==> config.mk <==
export PLATFORM = sky130hd
export DESIGN_NAME = stp_port_gate
export DESIGN_NICKNAME = d
export VERILOG_FILES = /design/src/rtl/stp_gate_pkg.sv /design/src/rtl/stp_egress_filter.sv /design/src/rtl/stp_flush_ctrl.sv /design/src/rtl/stp_port_gate.sv
export SDC_FILE = /design/constraint.sdc
export NUM_CORES = 1
export LEC_CHECK = 0
export ABC_AREA = 1
export BUFFER_PORTS_ARGS = -buffer_cell sky130_fd_sc_hd__buf_2
export CAP_MARGIN = 20
export CORE_UTILIZATION = 45
export DETAILED_ROUTE_END_ITERATION = 6
export PLACE_DENSITY = 0.76
export REMOVE_ABC_BUFFERS = 1
export SETUP_SLACK_MARGIN = 0.5
export SYNTH_ARGS = -nofsm -noshare
export SYNTH_HDL_FRONTEND = slang
export SYNTH_HIERARCHICAL = 1
export SYNTH_SLANG_ARGS = --single-unit
==> constraint.sdc <==
create_clock -name clk_i -period 2.44 [get_ports clk_i]
set_clock_uncertainty 0.1 [all_clocks]
set_input_delay 0.122 -clock clk_i [delete_from_list [all_inputs] [get_ports clk_i]]
set_output_delay 0.122 -clock clk_i [all_outputs]
set_load 0.05 [all_outputs]
==> src/rtl/stp_gate_pkg.sv <==
package stp_gate_pkg;
  localparam int unsigned DEF_PORTS    = 3;
  localparam int unsigned DEF_CPU_PORT = 2;
endpackage

==> src/rtl/stp_egress_filter.sv <==
module stp_egress_filter #(
  parameter int unsigned NP  = 3,
  parameter int unsigned CPU = 2,
  parameter int unsigned PW  = 2
) (
  input  logic [NP-1:0] tx_en_i,
  input  logic [NP-1:0] rx_en_i,
  input  logic [NP-1:0] lrn_dis_i,
  input  logic [PW-1:0] src_i,
  input  logic [NP-1:0] dst_i,
  input  logic          ovr_i,
  output logic [NP-1:0] mask_o,
  output logic          learn_o
);
  localparam int unsigned PADW = 2**PW;

  logic [PADW-1:0] rx_pad, ld_pad;
  logic [NP-1:0]   allow, src_hot;
  logic            from_cpu, src_ok, src_rx;

  assign rx_pad   = PADW'(rx_en_i);
  assign ld_pad   = PADW'(lrn_dis_i);
  assign from_cpu = (src_i == PW'(CPU));
  assign src_ok   = (32'(src_i) < NP);
  assign src_rx   = rx_pad[src_i];

  for (genvar p = 0; p < NP; p++) begin : g_port
    assign src_hot[p] = (src_i == PW'(p));
    if (p == CPU) begin : g_cpu
      // override bypasses ingress state toward the CPU only
      assign allow[p] = ~from_cpu & (src_rx | ovr_i);
    end else begin : g_user
      assign allow[p] = from_cpu ? ~lrn_dis_i[p] : (src_rx & tx_en_i[p]);
    end
  end

  assign mask_o  = src_ok ? (dst_i & allow & ~src_hot) : '0;
  assign learn_o = src_ok & ~from_cpu & ~ld_pad[src_i];
endmodule

==> src/rtl/stp_flush_ctrl.sv <==
module stp_flush_ctrl #(
  parameter int unsigned NP = 3,
  parameter int unsigned PW = 2
) (
  input  logic          clk_i,
  input  logic          rst_ni,
  input  logic [NP-1:0] lrn_dis_i,
  input  logic          ack_i,
  output logic          req_o,
  output logic [PW-1:0] port_o
);
  logic [NP-1:0] ld_q, pend_q, rise, clr;
  logic          busy_q;
  logic [PW-1:0] port_q, pick;

  assign rise = lrn_dis_i & ~ld_q;

  always_comb begin
    pick = '0;
    for (int i = NP - 1; i >= 0; i--) begin
      if (pend_q[i]) pick = PW'(i);
    end
  end

  always_comb begin
    clr = '0;
    if (busy_q && ack_i) clr[port_q] = 1'b1;
  end

  always_ff @(posedge clk_i or negedge rst_ni) begin
    if (!rst_ni) begin
      ld_q   <= '1; // bits already set at reset release raise no flush
      pend_q <= '0;
      busy_q <= 1'b0;
      port_q <= '0;
    end else begin
      ld_q   <= lrn_dis_i;
      pend_q <= (pend_q & ~clr) | rise;
      if (busy_q) begin
        if (ack_i) busy_q <= 1'b0;
      end else if (|pend_q) begin
        busy_q <= 1'b1;
        port_q <= pick;
      end
    end
  end

  assign req_o  = busy_q;
  assign port_o = port_q;


  flush_hold_chk: assert property (@(posedge clk_i) disable iff (!rst_ni)
    req_o && !ack_i |=> req_o && $stable(port_o));

  flush_port_range_chk: assert property (@(posedge clk_i) disable iff (!rst_ni)
    req_o |-> 32'(port_o) < NP);

  flush_gap_chk: assert property (@(posedge clk_i) disable iff (!rst_ni)
    req_o && ack_i |=> !req_o);
endmodule

==> src/rtl/stp_port_gate.sv <==
module stp_port_gate
  import stp_gate_pkg::*;
#(
  parameter int unsigned NP  = DEF_PORTS,
  parameter int unsigned CPU = DEF_CPU_PORT,
  localparam int unsigned PW = (NP > 1) ? $clog2(NP) : 1
) (
  input  logic          clk_i,
  input  logic          rst_ni,
  input  logic [NP-1:0] tx_en_i,
  input  logic [NP-1:0] rx_en_i,
  input  logic [NP-1:0] lrn_dis_i,
  input  logic          frm_valid_i,
  input  logic [PW-1:0] frm_src_i,
  input  logic [NP-1:0] frm_dst_i,
  input  logic          frm_ovr_i,
  output logic          dec_valid_o,
  output logic [NP-1:0] egress_mask_o,
  output logic          learn_o,
  output logic          flush_req_o,
  output logic [PW-1:0] flush_port_o,
  input  logic          flush_ack_i
);
  logic [NP-1:0] mask_d;
  logic          learn_d;

  stp_egress_filter #(.NP(NP), .CPU(CPU), .PW(PW)) u_filter (
    .tx_en_i  (tx_en_i),
    .rx_en_i  (rx_en_i),
    .lrn_dis_i(lrn_dis_i),
    .src_i    (frm_src_i),
    .dst_i    (frm_dst_i),
    .ovr_i    (frm_ovr_i),
    .mask_o   (mask_d),
    .learn_o  (learn_d)
  );

  stp_flush_ctrl #(.NP(NP), .PW(PW)) u_flush (
    .clk_i    (clk_i),
    .rst_ni   (rst_ni),
    .lrn_dis_i(lrn_dis_i),
    .ack_i    (flush_ack_i),
    .req_o    (flush_req_o),
    .port_o   (flush_port_o)
  );

  always_ff @(posedge clk_i or negedge rst_ni) begin
    if (!rst_ni) begin
      dec_valid_o   <= 1'b0;
      egress_mask_o <= '0;
      learn_o       <= 1'b0;
    end else begin
      dec_valid_o   <= frm_valid_i;
      egress_mask_o <= frm_valid_i ? mask_d : '0;
      learn_o       <= frm_valid_i & learn_d;
    end
  end

  logic [2**PW-1:0] rx_pad_a;
  assign rx_pad_a = (2**PW)'(rx_en_i);


  no_reflect_chk: assert property (@(posedge clk_i) disable iff (!rst_ni)
    frm_valid_i && 32'(frm_src_i) < NP |=> !egress_mask_o[$past(frm_src_i)]);

  mask_subset_chk: assert property (@(posedge clk_i) disable iff (!rst_ni)
    frm_valid_i |=> (egress_mask_o & ~$past(frm_dst_i)) == '0);

  blocked_ingress_chk: assert property (@(posedge clk_i) disable iff (!rst_ni)
    frm_valid_i && frm_src_i != PW'(CPU) && !frm_ovr_i && !rx_pad_a[frm_src_i]
    |=> egress_mask_o == '0);

  cpu_no_learn_chk: assert property (@(posedge clk_i) disable iff (!rst_ni)
    frm_valid_i && frm_src_i == PW'(CPU) |=> !learn_o);

  idle_quiet_chk: assert property (@(posedge clk_i) disable iff (!rst_ni)
    !frm_valid_i |=> !dec_valid_o && !learn_o && egress_mask_o == '0);
endmodule

==> metrics, run 1 <==
outcome=finished with violations; failing checks=design-rule violations; Routability Congestion=0.667; filler cell count=124; reg2reg start=u_flush/port_o[0]$_DFFE_PN0P_; max-slew violations=0; final number of hold-violating endpoints=0; Skew-Pair Late Insertion Delay=0.27 ns; CTS max path bufs=2; Max rail drop VDD=0.431 mV; Initial Utilization=48.2%; area occupied by registers=354 sq um; largest net degree at the start of global routing=15; FP Rows=13; synth unique cells=14; DR iter-0 viols=14; mapped cell area=627 sq um; PwrDens=871 nW/um^2; Worst slew margin=79.9%; placed cell count=113; Final Critical Period=1.17 ns; crit-path max cell delay=0.40 ns; CP cell instances=buf_2; WHS Path Cells=5; Root Buffer=clkbuf_4; vias in the first global route=498; Fmax=0.854 GHz; global route overflow=0; CP top delay family=flip-flops; capture point of the worst reg-to-reg path=u_flush/pend_q[0]$_DFF_PN0_; Util after Layout=66.3%; worst reg2reg setup slack=1.40 ns; crit-path max FO=4; Max-cap violations=0; setup TNS=0 ns; slowest library cell on the worst path=dfrtp_1; Pleak=0.498 nW; initial antenna violation count=0; Tcrit/Tclk final=48.0%; pre-CTS setup slack=1.42 ns; Ports=27; TritonCTS clock tree=built; Port Buffers=24; WP depth=1; endpoints failing setup=0; vias per std cell=4.69; critical path class=register to output pin; Post-Syn Instances=74; Yosys warnings=6; WP buf/inv=1; chip width=39.3 um; first-pass GRT wire length=1930 um; dpl cell area=766 sq um; worst hold slack=0.0434 ns; Worst setup EP type=output pin; CTS sink count=14; total CTS buffers=3; register area share after synthesis=56.5%; CP Launch Type=register; post-route cell area=862 sq um; total core area=1300 sq um; Die ar.=1550 sq um; H-tree depth=1; HP Class=input port to register; Antenna Violating Nets Remaining=0; Final HPWL DP=953 um; Tot GR Track Use=19.7%; drt pass-1 iters=6; Tot Pwr=751 uW; reg2reg path depth=4; #FFs+latches synth=14; layout cells sized above 1=35.2%; DRC viols=1; Critical Path RT=2.22 ns; Post-Synthesis Mean Instance Area=8.47 sq um; WP data arrival=0.95 ns; RSZ-0062 raised after global routing=no; final std cells w/o fill=123; via count=577; layout overhead on the synthesized area=37.5%; Worst Max-Slew Pin Slew=0.302 ns; clock transition at the registers of the reported paths=0.08 ns; drt total wl=1280 um; Nets=128; # diodes=0; setup ws final=1.27 ns; Multi-input gate area=216 sq um; Hold EP=egress_mask_o[0]$_DFF_PN0_; worst hold start=frm_dst_i[0]; die height=39.3 um; number of setup buffers added after CTS=0; Wirelength per Cell=10.4 um
==> cell usage in the layout (no fill, tap or decap) <==
| master | n |
|---|---|
| nand3_1 | 10 |
| and2_1 | 1 |
| dlygate4sd3_1 | 6 |
| o211ai_1 | 1 |
| inv_2 | 3 |
| dfstp_2 | 3 |
| nand2_4 | 1 |
| o21ai_2 | 1 |
| nand2_1 | 22 |
| buf_2 | 24 |
| a21oi_1 | 2 |
| nand3b_1 | 1 |
| clkbuf_4 | 3 |
| clkbuf_8 | 1 |
| dfrtp_1 | 11 |
| inv_1 | 12 |
| o21ai_0 | 4 |
| nand2_2 | 2 |
==> sequential cells by signal, indices dropped and copies added, names as in the netlist <==
| name | cells |
|---|---|
| u_flush/req_o | 1 |
| egress_mask_o | 3 |
| u_flush/ld_q | 3 |
| u_flush/port_o | 2 |
| u_flush/pend_q | 3 |
| dec_valid_o | 1 |
| learn_o | 1 |
==> layer usage <==
metal	global-route usage, %	vias up	share of wire, %
met5	0	-	0
li1	-	297	-
met4	12.9	0	1.3
met2	35.8	20	51
met1	19.3	258	42
met3	5.11	2	4.8
==> synth_stat cells <==
cell type,n,area (sq um)
nand2_2,2,12.5
inv_1,12,45.0
inv_2,3,11.3
o21ai_0,4,20.0
nand3b_1,1,7.51
o21ai_2,1,8.76
and2_1,1,6.26
nand3_1,10,50.1
dfrtp_1,11,275
a21oi_1,2,10.0
nand2_1,22,82.6
dfstp_2,3,78.8
o211ai_1,1,7.51
nand2_4,1,11.3
==> cell type report <==
type	instances	share of cell area, %
clock buffers	4	4.21
inverters	15	6.53
multi-input cells	45	25.1
flip-flops and latches	14	41.1
well taps	15	2.18
repair buffers	30	20.9
==> logic make-up after synthesis <==
group | after synthesis | share of synthesized area (%)
flops | 14 | 56.5
compound gates | 8 | 7.39
buf+inv | 15 | 8.98
simple gates | 37 | 27.1
==> worst max path at each step <==
stage,startpoint,endpoint,slack [ns]
2_1_floorplan,u_flush/req_o$_DFF_PN0_,u_flush/port_o[1]$_DFFE_PN0P_,1.20
3_3_place_gp,u_flush/port_o[0]$_DFFE_PN0P_,u_flush/pend_q[0]$_DFF_PN0_,1.48
3_5_place_dp,u_flush/port_o[0]$_DFFE_PN0P_,u_flush/pend_q[0]$_DFF_PN0_,1.42
4_1_cts,u_flush/req_o$_DFF_PN0_,flush_req_o,1.25
5_1_grt,u_flush/port_o[0]$_DFFE_PN0P_,flush_port_o[0],1.20
6_report,u_flush/port_o[0]$_DFFE_PN0P_,flush_port_o[0],1.27
==> what timing repair did <==
item,4_1_cts,5_1_grt
hold buffers,6,0
endpoints found under the hold margin,26,0
resized for setup,0,0
==> power by group <==
part / switching, mW / internal, mW
sequential: 0.0380 / 0.282
clock: 0.0699 / 0.0907
combinational: 0.187 / 0.0834
Power figures use the tool's default switching activity.
==> inputs of run 2 (changes only) <==
- ABC_AREA: 1 -> 0
- CORE_UTILIZATION: 45 -> 43
- PLACE_DENSITY: 0.76 -> 0.75
- clock period: 2.44 -> 1.1 ns (I/O delays scaled with it)
==> metrics, run 2 <==
most frequent cells in the layout=buf_2 (12), dfrtp_1 (9), buf_6 (8); layout overhead on the synthesized area=55.9%; setup ws final=-0.00673 ns (-1.28 ns); pre-CTS setup slack=0.0222 ns (-1.40 ns); Nets=107 (-16%); max-slew violations=0 (unchanged); most common cell after layout, fill and taps aside=buf_2; Root Buffer=clkbuf_4; drt pass-1 iters=2 (-4); Fmax=0.904 GHz; Antenna Violating Nets Remaining=0 (unchanged); worst hold slack=-0.211 ns (-0.255 ns); sequential power share=45.5% (+2.9 points); vias in the first global route=422 (-15%); dominant cells by area after synthesis=dfrtp_1 (48%), dfstp_2 (14%), o21ai_0 (5.2%); Tcrit/Tclk final=101%; biggest regs=egress_mask_o: 3 flops, u_flush/ld_q: 3 flops, u_flush/pend_q: 3 flops; top cell type's share of synthesized area=47.5% (+3.6 points); #FFs+latches synth=14 (unchanged); Post-Syn Instances=52 (-30%); total core area=1170 sq um (-10%); # diodes=0 (unchanged); Sw Share=33.2% (-6.1 points); final std cells w/o fill=101 (-18%); CTS max path bufs=2 (unchanged); Worst slew margin=86.3% (+6.4 points); layout cells sized above 1=48.3% (+13 points); clock transition at the registers of the reported paths=0.08 ns (about the same); drt total wl=1100 um (-14%); endpoints failing setup=1 (+1); global route overflow=0 (unchanged); WP data arrival=1.17 ns (+0.22 ns); vias per std cell=4.81 (+2.6%); Initial Utilization=49.5% (+1.3 points); RSZ-0062 raised after global routing=yes; Pleak=0.445 nW (-11%); top-count cell post-synth=dfrtp_1; filler cell count=76 (-39%); Tot GR Track Use=17.5% (-2.3 points); Ports=27 (unchanged); via count=486 (-16%); Critical Path RT=1.16 ns (-1.06 ns); DR iter-0 viols=1 (-13); outcome=finished with violations; H-tree depth=1 (unchanged); CP Launch Type=register; Async SR Flop Fraction=100% (unchanged); Max rail drop VDD=1.08 mV (+150%); chip width=38.7 um (-1.6%); Comb pwr share=35.1% (-0.9 points); Routability Congestion=0.727 (+9.0%); synth unique cells=20 (+6); Worst setup EP type=register; final number of hold-violating endpoints=10 (+10); Synth area leader=dfrtp_1; Post-synth top cells=dfrtp_1 (11), inv_1 (6), o21ai_0 (6); TritonCTS clock tree=built; largest net degree at the start of global routing=15 (unchanged); first-pass GRT wire length=1660 um (-14%); Final Critical Period=1.11 ns; Max-cap violations=0 (unchanged); CTS sink count=14 (unchanged); Worst Max-Slew Pin Slew=0.204 ns (-0.0977 ns); failing checks=negative hold slack, negative setup slack; Die ar.=1500 sq um (-3.1%); die height=38.7 um (-1.6%); placed cell count=91 (-19%); Internal Power=1.01 mW (+120%); total CTS buffers=3 (unchanged); FP Rows=12 (-1); Final HPWL DP=737 um (-23%); net switching power figure=500 uW (+70%); Post-Synthesis Mean Instance Area=11.1 sq um (+32%); Skew-Pair Late Insertion Delay=0.28 ns (about the same); initial antenna violation count=0 (unchanged); register area share after synthesis=61.1% (+4.6 points); crit-path max FO=2 (-2); PwrDens=1670 nW/um^2 (+92%); Yosys warnings=6 (unchanged); mapped cell area=579 sq um (-7.6%); Synth Flop Type=dfrtp_1; critical path class=register to register; area occupied by registers=357 sq um (+0.71%); Post-CTS Hold Fix Bufs=1 (-5); Multi-input gate area=223 sq um (+2.9%); DRC viols=0 (-1); Post-synth EDFFs=0 (unchanged); HP Class=input port to register; worst reg2reg setup slack=-0.007 ns (-1.41 ns); Port Buffers=24 (unchanged); Wirelength per Cell=10.9 um (+4.5%); Clock power frac=19.4% (-2.0 points)
## run 2: cell type report
| type | count | share of cell area, % |
|---|---|---|
| sequential | 14 | 39.5 |
| timing repair buffer | 31 | 28.5 |
| inverter | 6 | 2.49 |
| clock buffer | 4 | 2.91 |
| tap | 14 | 1.94 |
| multi-input combinational | 32 | 24.7 |
## run 2: worst max-delay path: stages (launching register included)
cell and delay [ns]:
dfrtp_1 0.38, or2_1 0.26, o31a_1 0.25
## run 2: cell families (layout without fill, tap and decap cells)
family                 after synthesis  in the layout  synth area share, %
flip-flops                          14             14                 61.1
multiplexers                         1              1                 1.73
AO/OA/AOI/OAI                       15             15                 15.3
AND/OR/NAND/NOR                     16             16                 17.9
buffers and inverters                6             41                 3.89
## run 2: per-stage QoR
step	TNS, ns	cell area, sq um	utilization, %	power (mW)
floorplan	-0.911	579	-	0.882
global placement	0	724	61.9	0.989
detailed placement	0	724	61.9	0.997
CTS	-0.00901	896	76.5	1.50
global route	-0.0853	903	77.1	1.58
finish	-0.00673	903	77.1	1.51
## run 2: path summary, 6_finish.rpt
| check | startpoint | end | cells past startpoint |
|---|---|---|---|
| min reg2reg | u_flush/ld_q[1]$_DFF_PN1_ | u_flush/pend_q[1]$_DFF_PN0_ | 1 |
| min in group asynchronous | rst_ni | u_flush/pend_q[0]$_DFF_PN0_ | 2 |
| max reg2reg | u_flush/pend_q[0]$_DFF_PN0_ | u_flush/req_o$_DFF_PN0_ | 2 |
| min | lrn_dis_i[2] | u_flush/ld_q[2]$_DFF_PN1_ | 1 |
| max | u_flush/pend_q[0]$_DFF_PN0_ | u_flush/req_o$_DFF_PN0_ | 2 |
| max in group asynchronous | rst_ni | u_flush/ld_q[1]$_DFF_PN1_ | 2 |
## run 2: repair_timing
| item | in CTS | in global routing |
|---|---|---|
| endpoints found under the setup margin | 16 | 19 |
| pin swaps | 3 | 0 |
| setup buffers | 5 | 0 |
| resized for setup | 34 | 2 |
| gates cloned | 0 | 0 |
| hold endpoints to repair | 25 | 10 |
## run 2: power by group through the flow
stage | combinational (mW) | sequential (mW) | clock (mW)
3_3_place_gp | 0.328 | 0.661 | 0
3_5_place_dp | 0.334 | 0.664 | 0
6_report | 0.529 | 0.686 | 0.293
2_1_floorplan | 0.103 | 0.779 | 0
5_1_grt | 0.561 | 0.693 | 0.329
4_1_cts | 0.514 | 0.675 | 0.306
## run 2: layer usage
metal	up-vias	wire, um	part of all wire (%)	GRT usage [%]
li1	250	-	-	-
met1	219	499	45	21.2
met2	15	534	49	25.8
met3	2	48	4.4	5.20
met4	0	16	1.5	12.9
met5	-	0	0	0
==> inputs of run 3 (changes only) <==
- SKIP_LAST_GASP: default -> 1
==> metrics, run 3 (synthesized netlist as in run 2, its figures left out) <==
outcome=finished with violations; failing checks=negative hold slack; crit-path max FO=3 (+1); Tot GR Track Use=16.4% (-1.1 points); Skew-Pair Late Insertion Delay=0.28 ns (about the same); drt pass-1 iters=2 (unchanged); max-slew violations=0 (unchanged); Worst setup EP type=output pin; H-tree depth=1 (unchanged); CTS max path bufs=2 (unchanged); layout cells sized above 1=49.4% (+1.1 points); Max rail drop VDD=1.03 mV (-5.4%); largest net degree at the start of global routing=15 (unchanged); clock transition at the registers of the reported paths=0.07 ns (about the same); WP data arrival=0.94 ns (-0.23 ns); HP Class=input port to register; # diodes=0 (unchanged); biggest regs=egress_mask_o: 3 flops, u_flush/ld_q: 3 flops, u_flush/pend_q: 3 flops; via count=485 (-0.21%); PwrDens=1650 nW/um^2 (-0.87%); Tcrit/Tclk final=99.5% (-1.1 points); Max-cap violations=0 (unchanged); chip width=38.7 um (unchanged); Port Buffers=24 (unchanged); Die ar.=1500 sq um (unchanged); Initial Utilization=49.5% (unchanged); Final HPWL DP=737 um (unchanged); TritonCTS clock tree=built; Worst Max-Slew Pin Slew=0.159 ns (-0.0455 ns); RSZ-0062 raised after global routing=yes; Fmax=0.914 GHz (+1.2%); Critical Path RT=0.94 ns (-0.22 ns); total CTS buffers=3 (unchanged); DR iter-0 viols=2 (+1); Routability Congestion=0.727 (unchanged); worst hold slack=-0.213 ns (-0.00140 ns); CP Launch Type=register; Multi-input gate area=226 sq um (+1.7%); vias in the first global route=401 (-5.0%); most common cell after layout, fill and taps aside=buf_2; Post-CTS Hold Fix Bufs=1 (unchanged); setup TNS=0 ns (+0.00673 ns); Worst slew margin=89.1% (+2.8 points); CTS sink count=14 (unchanged); filler cell count=71 (-6.6%); total core area=1170 sq um (unchanged); layout overhead on the synthesized area=55.3%; endpoints failing setup=0 (-1); Pleak=0.444 nW (-0.16%); die height=38.7 um (unchanged); most frequent cells in the layout=buf_2 (12), buf_6 (10), dfrtp_1 (9); initial antenna violation count=0 (unchanged); final number of hold-violating endpoints=10 (unchanged); area occupied by registers=357 sq um (unchanged); Tot Pwr=1.49 mW (-1.3%); Ports=27 (unchanged); Root Buffer=clkbuf_4; drt total wl=1060 um (-3.6%); Nets=107 (unchanged); DRC viols=0 (unchanged); critical path class=register to output pin; Final Critical Period=1.09 ns (-0.0126 ns); FP Rows=12 (unchanged); Antenna Violating Nets Remaining=0 (unchanged); global route overflow=0 (unchanged); first-pass GRT wire length=1550 um (-6.6%); vias per std cell=4.80 (-0.21%); Wirelength per Cell=10.5 um (-3.6%)
[run 3: cell count changes in the layout (fill, tap and decap cells not counted)]
cell	before	now
o21ai_1	5	4
o21ai_2	0	1
buf_8	3	1
buf_6	8	10
[run 3: final timing paths]
path	from	slack, ns	endpoint	cells past startpoint
min in group asynchronous	rst_ni	0.07	u_flush/pend_q[0]$_DFF_PN0_	2
min reg2reg	u_flush/ld_q[1]$_DFF_PN1_	0.40	u_flush/pend_q[1]$_DFF_PN0_	1
max in group asynchronous	rst_ni	0.58	u_flush/ld_q[2]$_DFF_PN1_	2
min	lrn_dis_i[2]	-0.21	u_flush/ld_q[2]$_DFF_PN1_	1
max	u_flush/req_o$_DFF_PN0_	0.006	flush_req_o	2
max reg2reg	u_flush/pend_q[0]$_DFF_PN0_	0.02	u_flush/req_o$_DFF_PN0_	2
[run 3: routing by layer]
layer	routed length, um	share of wire, %	global-route usage (%)	vias up
met2	536	51	24.6	15
li1	-	-	-	249
met3	47	4.4	5.20	2
met1	457	43	18.9	219
met4	16	1.5	12.9	0
met5	0	0	0	-
[run 3: what timing repair did]
action / 4_1_cts / 5_1_grt
cloned: 0 / 0
setup buffers: 5 / 0
gates resized for setup: 31 / 4
setup endpoints to repair: 16 / 19
pin swaps: 3 / 1
hold endpoints to repair: 25 / 10
[run 3: critical path: stages, from the launching register on]
cell and delay, ns:
dfrtp_1 0.40, buf_6 0.13, buf_8 0.14
[run 3: where the power goes]
part,total (mW),switching (mW),internal (mW)
sequential,0.680,0.0826,0.597
combinational,0.513,0.258,0.254
clock,0.296,0.155,0.141
total,1.49,0.496,0.992
[run 3: final cells by class]
| class | instances | share of cell area, % |
|---|---|---|
| multi-input cells | 32 | 25.2 |
| clock buffers | 4 | 2.92 |
| inverters | 6 | 2.50 |
| repair buffers | 31 | 27.8 |
| well taps | 14 | 1.95 |
| flip-flops and latches | 14 | 39.6 |
[run 3: per-stage QoR]
step           cell area (sq um)  hold slack [ns]  cells  utilization [%]  setup slack [ns]
6_report                     900           -0.213    101             76.8           0.00591
5_1_grt                      900           -0.231    101             76.8           -0.0354
4_1_cts                      881           -0.224    101             75.2          -0.00901
3_5_place_dp                 724           -0.139     91             61.9            0.0222
3_3_place_gp                 724           -0.137     91             61.9            0.0428
2_1_floorplan                579           -0.341     52                -            -0.239
